--- src/rtl/adc_trig_pkg.sv ---
package adc_trig_pkg;
  // state encoding doubles as the status code
  typedef enum logic [2:0] {
    ST_IDLE = 3'b000,
    ST_PDN  = 3'b001,
    ST_WAIT = 3'b010,
    ST_SAMP = 3'b100,
    ST_CONV = 3'b110
  } conv_st_e;
endpackage

--- src/rtl/adc_trig_accept.sv ---
module adc_trig_accept #(
  parameter int CH_W = 3
) (
  input  logic            clk_i,
  input  logic            rst_ni,
  input  logic            trig_valid_i,
  input  logic [CH_W-1:0] trig_ch_i,
  input  logic            pdn_req_i,
  input  logic            idle_i,
  input  logic            active_i,
  input  logic [CH_W-1:0] cur_ch_i,
  output logic            start_o,
  output logic [CH_W-1:0] start_ch_o,
  output logic            drop_o,
  output logic            pend_o
);
  logic pend_q, from_pend, new_start, busy, hold;

  always_comb begin
    from_pend  = idle_i && pend_q;
    new_start  = idle_i && !pend_q && !pdn_req_i && trig_valid_i;
    busy       = active_i || from_pend;
    // one slot, same channel only; freed in the cycle it is issued
    hold       = trig_valid_i && busy && (trig_ch_i == cur_ch_i) && (!pend_q || from_pend);
    drop_o     = trig_valid_i && !new_start && !hold;
    start_o    = from_pend || new_start;
    start_ch_o = from_pend ? cur_ch_i : trig_ch_i;
  end

  always_ff @(posedge clk_i or negedge rst_ni) begin
    if (!rst_ni) pend_q <= 1'b0;
    else         pend_q <= (pend_q && !from_pend) || hold;
  end

  assign pend_o = pend_q;
endmodule

--- src/rtl/adc_conv_seq.sv ---
module adc_conv_seq
  import adc_trig_pkg::*;
#(
  parameter int CH_W    = 3,
  parameter int DLY_W   = 4,
  parameter int SMP_CYC = 6,
  parameter int CNV_CYC = 10
) (
  input  logic             clk_i,
  input  logic             rst_ni,
  input  logic             start_i,
  input  logic [CH_W-1:0]  start_ch_i,
  input  logic [DLY_W-1:0] mux_dly_i,
  input  logic             pdn_req_i,
  output conv_st_e         state_o,
  output logic [CH_W-1:0]  cur_ch_o,
  output logic             done_o
);
  localparam int DLY_MAX = (1 << DLY_W) - 1;
  localparam int PH_MAX  = (SMP_CYC > CNV_CYC) ? SMP_CYC : CNV_CYC;
  localparam int CNT_MAX = (PH_MAX > DLY_MAX) ? PH_MAX : DLY_MAX;
  localparam int CNT_W   = $clog2(CNT_MAX + 1);

  conv_st_e         st_q, st_d;
  logic [CNT_W-1:0] cnt_q, cnt_d;
  logic [CH_W-1:0]  ch_q, ch_d;
  logic             last;

  assign last = (cnt_q == '0);

  always_comb begin
    st_d  = st_q;
    cnt_d = cnt_q;
    ch_d  = ch_q;
    unique case (st_q)
      ST_IDLE: begin
        if (start_i) begin
          ch_d = start_ch_i;
          if (mux_dly_i != '0) begin
            st_d  = ST_WAIT;
            cnt_d = CNT_W'(mux_dly_i) - 1'b1;
          end else begin
            st_d  = ST_SAMP;
            cnt_d = CNT_W'(SMP_CYC - 1);
          end
        end else if (pdn_req_i) begin
          st_d = ST_PDN;
        end
      end
      ST_PDN: if (!pdn_req_i) st_d = ST_IDLE;
      ST_WAIT: begin
        if (last) begin
          st_d  = ST_SAMP;
          cnt_d = CNT_W'(SMP_CYC - 1);
        end else cnt_d = cnt_q - 1'b1;
      end
      ST_SAMP: begin
        if (last) begin
          st_d  = ST_CONV;
          cnt_d = CNT_W'(CNV_CYC - 1);
        end else cnt_d = cnt_q - 1'b1;
      end
      ST_CONV: begin
        if (last) st_d = ST_IDLE;
        else      cnt_d = cnt_q - 1'b1;
      end
      default: st_d = ST_IDLE;
    endcase
  end

  always_ff @(posedge clk_i or negedge rst_ni) begin
    if (!rst_ni) begin
      st_q  <= ST_IDLE;
      cnt_q <= '0;
      ch_q  <= '0;
    end else begin
      st_q  <= st_d;
      cnt_q <= cnt_d;
      ch_q  <= ch_d;
    end
  end

  assign state_o  = st_q;
  assign cur_ch_o = ch_q;
  assign done_o   = (st_q == ST_CONV) && last;
endmodule

--- src/rtl/adc_trig_arbiter.sv ---
module adc_trig_arbiter
  import adc_trig_pkg::*;
#(
  parameter int NUM_CH  = 8,
  parameter int DLY_W   = 4,
  parameter int SMP_CYC = 6,
  parameter int CNV_CYC = 10,
  localparam int CH_W   = (NUM_CH > 1) ? $clog2(NUM_CH) : 1
) (
  input  logic             clk_i,
  input  logic             rst_ni,
  input  logic             trig_valid_i,
  input  logic [CH_W-1:0]  trig_ch_i,
  input  logic             pdn_req_i,
  input  logic [DLY_W-1:0] mux_dly_i,
  output logic             start_o,
  output logic [2:0]       status_o,
  output logic             done_o,
  output logic [CH_W-1:0]  done_ch_o,
  output logic             drop_o
);
  conv_st_e        state;
  logic [CH_W-1:0] cur_ch, start_ch;
  logic            start, pend_w, idle, active;

  assign idle   = (state == ST_IDLE);
  assign active = (state == ST_WAIT) || (state == ST_SAMP) || (state == ST_CONV);

  adc_trig_accept #(.CH_W(CH_W)) u_acc (
    .clk_i        (clk_i),
    .rst_ni       (rst_ni),
    .trig_valid_i (trig_valid_i),
    .trig_ch_i    (trig_ch_i),
    .pdn_req_i    (pdn_req_i),
    .idle_i       (idle),
    .active_i     (active),
    .cur_ch_i     (cur_ch),
    .start_o      (start),
    .start_ch_o   (start_ch),
    .drop_o       (drop_o),
    .pend_o       (pend_w)
  );

  adc_conv_seq #(
    .CH_W(CH_W), .DLY_W(DLY_W), .SMP_CYC(SMP_CYC), .CNV_CYC(CNV_CYC)
  ) u_seq (
    .clk_i      (clk_i),
    .rst_ni     (rst_ni),
    .start_i    (start),
    .start_ch_i (start_ch),
    .mux_dly_i  (mux_dly_i),
    .pdn_req_i  (pdn_req_i),
    .state_o    (state),
    .cur_ch_o   (cur_ch),
    .done_o     (done_o)
  );

  assign start_o   = start;
  assign status_o  = state;
  assign done_ch_o = cur_ch;
endmodule

--- config.mk ---
export PLATFORM = sky130hd
export DESIGN_NAME = adc_trig_arbiter
export DESIGN_NICKNAME = d
export VERILOG_FILES = /design/src/rtl/adc_trig_pkg.sv /design/src/rtl/adc_trig_accept.sv /design/src/rtl/adc_conv_seq.sv /design/src/rtl/adc_trig_arbiter.sv
export SDC_FILE = /design/constraint.sdc
export NUM_CORES = 1
export LEC_CHECK = 0
export ABC_AREA = 1
export BUFFER_PORTS_ARGS = -buffer_cell sky130_fd_sc_hd__buf_2
export CAP_MARGIN = 20
export CORE_MARGIN = 1.5
export CORE_UTILIZATION = 47
export DETAILED_ROUTE_END_ITERATION = 8
export MAX_ROUTING_LAYER = met4
export PLACE_DENSITY = 0.71
export SKIP_CTS_REPAIR_TIMING = 1
export SYNTH_ARGS = -nofsm -noshare
export SYNTH_HDL_FRONTEND = slang
export SYNTH_SLANG_ARGS = --single-unit
--- constraint.sdc ---
create_clock -name clk_i -period 4.7 [get_ports clk_i]
set_input_delay 1.41 -clock clk_i [delete_from_list [all_inputs] [get_ports clk_i]]
set_output_delay 1.41 -clock clk_i [all_outputs]
set_load 0.01 [all_outputs]
# Word-level counts from Yosys, hierarchy flattened
# Cells that the tools add are included.
[op_classes] n_eq_ne=12 bitwise=1 n_addsub=2 muxes=14 n_reduce_logical=29
[op_table] operator="two-way mux 3 bit" n=7
[op_table] operator="two-way mux 4 bit" n=5
[op_table] operator="case mux 4 bit (4 select lines)" n=1
[op_table] operator="case mux 3 bit (5 select lines)" n=1
[op_table] operator="logical AND 1 bit" n=11
[op_table] operator="nonzero test 4 bit" n=2
[op_table] operator="subtractor 4 x 1 -> 4 bit (second input constant)" n=2
[op_table] operator="equality test 3 bit (second input constant)" n=2
[op_table] operator="logical OR 1 bit" n=6
[op_table] operator="!= test 2 x 1 -> 1 bit (second input constant)" n=3
[op_table] operator="!= test 2 bit (second input constant)" n=3
[op_table] operator="AND reduction 3 bit" n=2
[op_table] operator="zero test 1 bit" n=5
[op_table] operator="AND reduction 5 bit" n=1
[op_table] operator="zero test 4 bit" n=1
[op_table] operator="equality test 3 x 1 -> 1 bit (second input constant)" n=1
[op_table] operator="equality test 3 x 2 -> 1 bit (second input constant)" n=1
[op_table] operator="equality test 3 bit" n=1
[op_table] operator="zero test 3 bit" n=1
[op_table] operator="!= test 3 bit (second input constant)" n=1
[op_table] operator="inverter 1 bit" n=1
[word_totals] ff_bits=11 output_inout_bits=9 inputBits=11 word_cells=62

# Longest topological paths before layout
[logic_depth] word_depth=9 depth_mapped=10 ltp_nobuf=10

# By module
# From an unflattened synthesis, not the netlist that was laid out.
[hier_totals] cells_unflattened=153 area_unflattened_um2=900.9
[modules_own_cells] mod="adc_conv_seq" seq_area_each_um2=250.2 n_inst=1 area_per_inst_um2=696.9 cells_each=111
[modules_own_cells] mod="adc_trig_accept" seq_area_each_um2=25.0 n_inst=1 area_per_inst_um2=178.9 cells_each=36
[modules_own_cells] mod="adc_trig_arbiter" seq_area_each_um2=0.0 n_inst=1 area_per_inst_um2=25.0 cells_each=6

# Worst setup path before layout
# Ideal clock, no wire load.
[synth_timing] path_kind="input-to-output" from="in pdn_req_i" to="out start_o" required_time_ps=3290 n_path_buf=0 path_stages=3 slack_ps=1363 arrival_time_ps=1927 cell_sequence="nor2_1 > nand4_1 > nand2_2"
[synth_between] elab_chain_cells=4
[synth_rtl] element="start: declaration" line_no="adc_trig_arbiter.sv:14" text="input logic pdn_req_i,"
[synth_rtl] element="zero test 1 bit"
[synth_rtl] element="logical AND 1 bit (2 in series)" line_no="adc_trig_accept.sv:21" text="new_start = idle_i && !pend_q && !pdn_req_i && trig_valid_i;"
[synth_rtl] element="logical OR 1 bit" line_no="adc_trig_accept.sv:26" text="start_o = from_pend || new_start;"
[synth_rtl] element="end: declaration" line_no="adc_trig_arbiter.sv:16" text="output logic start_o,"
# Every way passes these cells.

# Worst setup path in the final report
# Ends and elaborated chain as after synthesis.

==> impl_metrics.env <==
export IMPL_die_w_um=45.1
export IMPL_finalWeightedCongestion=0.836
export IMPL_max_slew_margin_pct=69.7
export IMPL_worstHoldEndpoint="u_seq.cnt_q[0]$_DFFE_PN0P_"
export IMPL_p_per_area_nw_per_um2=658
export IMPL_first_pass_iters=4
export IMPL_netlist_area_leader_share_pct=33.0
export IMPL_numPortBuffers=19
export IMPL_setup_viol=0
export IMPL_rows=15
export IMPL_clkTransAtPathRegs_ps=80
export IMPL_multi_input_area_um2=484
export IMPL_synthesis_area_um2=835
export IMPL_grt_use_met1_pct=27.8
export IMPL_ys_warn_count=0
export IMPL_fin_nets=176
export IMPL_status="finished clean"
export IMPL_synthArstFlopShare_pct=100
export IMPL_period_share_pct=78.2
export IMPL_synth_cells_most_frequent="nand2_1 (56), nor2_1 (21), inv_1 (19)"
export IMPL_clk_latency_ps=260
export IMPL_wl_mm=1.81
export IMPL_rrSetupSlack_ps=3210
export IMPL_viasPerCell=4.92
export IMPL_yosysSeqAreaShare_pct=33.0
export IMPL_crit_path_end_kind="primary output"
export IMPL_rsz0062_at_grt="false"
export IMPL_hpwl_mm=1.46
export IMPL_synth_seq_cells=11
export IMPL_syn_inst=139
export IMPL_reg2reg_depth=9
export IMPL_critPathKind="in2out"
export IMPL_core_um2=1690
export IMPL_drive_gt1_share_pct=16.7
export IMPL_synth_nets=152
export IMPL_clockBufferDepth=2
export IMPL_r2r_start="u_seq.cnt_q[0]$_DFFE_PN0P_"
export IMPL_r2r_end="u_seq.cnt_q[2]$_DFFE_PN0P_"
export IMPL_synth_edff_count=0
export IMPL_maxCapViolations=0
export IMPL_grt_max_degree=12
export IMPL_critPathMaxFanout=7
export IMPL_synth_area_leader_cell="dfrtp_1"
export IMPL_dp_cells=175
export IMPL_n_antenna_cell=0
export IMPL_ys_flop_type="dfrtp_1"
export IMPL_grt_use_met3_pct=2.40
export IMPL_min_path_type="reg2reg"
export IMPL_grt_pass1_vias=734
export IMPL_syn_to_final_growth_pct=17.1
export IMPL_route_detailed_drc=0
export IMPL_cts_sinks=11
export IMPL_required_ps=3290
export IMPL_cts_max_level=1
export IMPL_dieArea_um2=2040
export IMPL_synth_most_common_cell="nand2_1"
export IMPL_grt_pass1_wl_mm=3.04
export IMPL_grt_overflow=0
export IMPL_ys_top_cells_by_area="dfrtp_1 (33%), nand2_1 (25%), nor2_1 (9.4%)"
export IMPL_wl_per_cell_um=10.1
export IMPL_antenna_left=0
export IMPL_track_usage_pct=21.2
export IMPL_cts_tree="done"
export IMPL_io_pins=20
export IMPL_start_kind="input pin"
export IMPL_top_usage_layer="met2"
export IMPL_drv_slew=0
export IMPL_postSynthAreaPerCell_um2=6.00
export IMPL_arrival_ps=2270
export IMPL_vias=880
export IMPL_regArea_um2=275
export IMPL_min_from="u_seq.cnt_q[0]$_DFFE_PN0P_"
export IMPL_fillCellCount=162
export IMPL_worst_slew_pin_slew_ps=451
export IMPL_cts_buffers=3
export IMPL_p_leak_nw=0.598
export IMPL_use_met2_pct=32.3
export IMPL_period_needed_ps=3680
export IMPL_hold_depth=2
export IMPL_finalClockSkew_ps=3.69
export IMPL_tns_ps=0
export IMPL_antenna_found_initial=0
export IMPL_worst_slack_ps=1020
export IMPL_fp_dieH_um=45.1
export IMPL_initial_core_util_pct=49.4
export IMPL_first_iter_violations=12
export IMPL_ys_types=19
export IMPL_ir_drop_v=0.000360
export IMPL_fin_cells=179
export IMPL_dp_slack_ps=1030
export IMPL_cts_root_buffer="clkbuf_4"
export IMPL_fmax_ghz=0.272
export IMPL_hold_viol_final=0
[how the worst max path moves through the flow]
stage               startpoint      end  slack [ps]  depth (start not counted)
detailed placement   pdn_req_i  start_o        1030                          5
finish               pdn_req_i  start_o        1020                          5
global placement     pdn_req_i  start_o        1070                          5
floorplan            pdn_req_i  start_o        1360                          3
CTS                  pdn_req_i  start_o        1030                          5
global route         pdn_req_i  start_o         930                          5
[cells in the final DEF (no fill, tap or decap), drive strengths merged]
cell and n:
inv 20, xor2 1, o211ai 2, nor3 1
nand2 58, nand3b 1, nand4 1, ha 2
a21oi 1, nor2 21, clkbuf 4, o21ai 9
dfrtp 11, xnor2 1, or2 1, buf 19
nand3 9
[through the flow]
stage / hold WS [ps] / power [mW] / utilization (%) / instance area [um^2]
after detailed placement: 476 / 0.578 / 56.3 / 951
after CTS: 495 / 0.647 / 57.9 / 977
after global placement: 469 / 0.568 / 56.3 / 951
final: 496 / 0.643 / 57.9 / 977
after floorplan: 453 / 0.476 / - / 835
after global routing: 522 / 0.718 / 57.9 / 977
[per-layer routing]
| layer | share of wire, % | wire length (um) | vias to the layer above |
|---|---|---|---|
| li1 | - | - | 479 |
| met1 | 47 | 855 | 380 |
| met2 | 48 | 869 | 19 |
| met3 | 3.7 | 67 | 2 |
| met4 | 0.99 | 18 | 0 |
| met5 | 0 | 0 | - |
[final cells by class]
type | instances | share of cell area, %
timing repair buffer | 19 | 9.73
clock buffer | 4 | 2.69
multi-input combinational | 108 | 49.6
inverter | 20 | 7.68
sequential | 11 | 28.2
tap | 17 | 2.18
[registers in the layout (all words and copies together) (netlist names)]
signal          count
u_seq.cnt_q         4
u_seq.state_o       3
u_seq.cur_ch_o      3
u_acc.pend_o        1
[cell families after synthesis]
| logic type | after synthesis | synth area share, % |
|---|---|---|
| and+or+nand+nor | 92 | 44.5 |
| buffers and inverters | 20 | 9.00 |
| AOI/OAI and AO/OA | 12 | 8.39 |
| DFF | 11 | 33.0 |
| xor gates and xnor gates | 2 | 2.10 |
| adders and majority gates | 2 | 3.00 |
[report_power, final]
part           internal (mW)  total [mW]  switching, mW
Sequential             0.141       0.189         0.0481
Combinational          0.143       0.388          0.245
Clock                 0.0328      0.0656         0.0328
[worst max-delay path, stage by stage]
cell and delay [ps]:
buf_2 120, nor2_1 160, nand4_1 280, nand2_2 160
buf_2 140
Note: power is estimated with default switching activity, not from simulation.
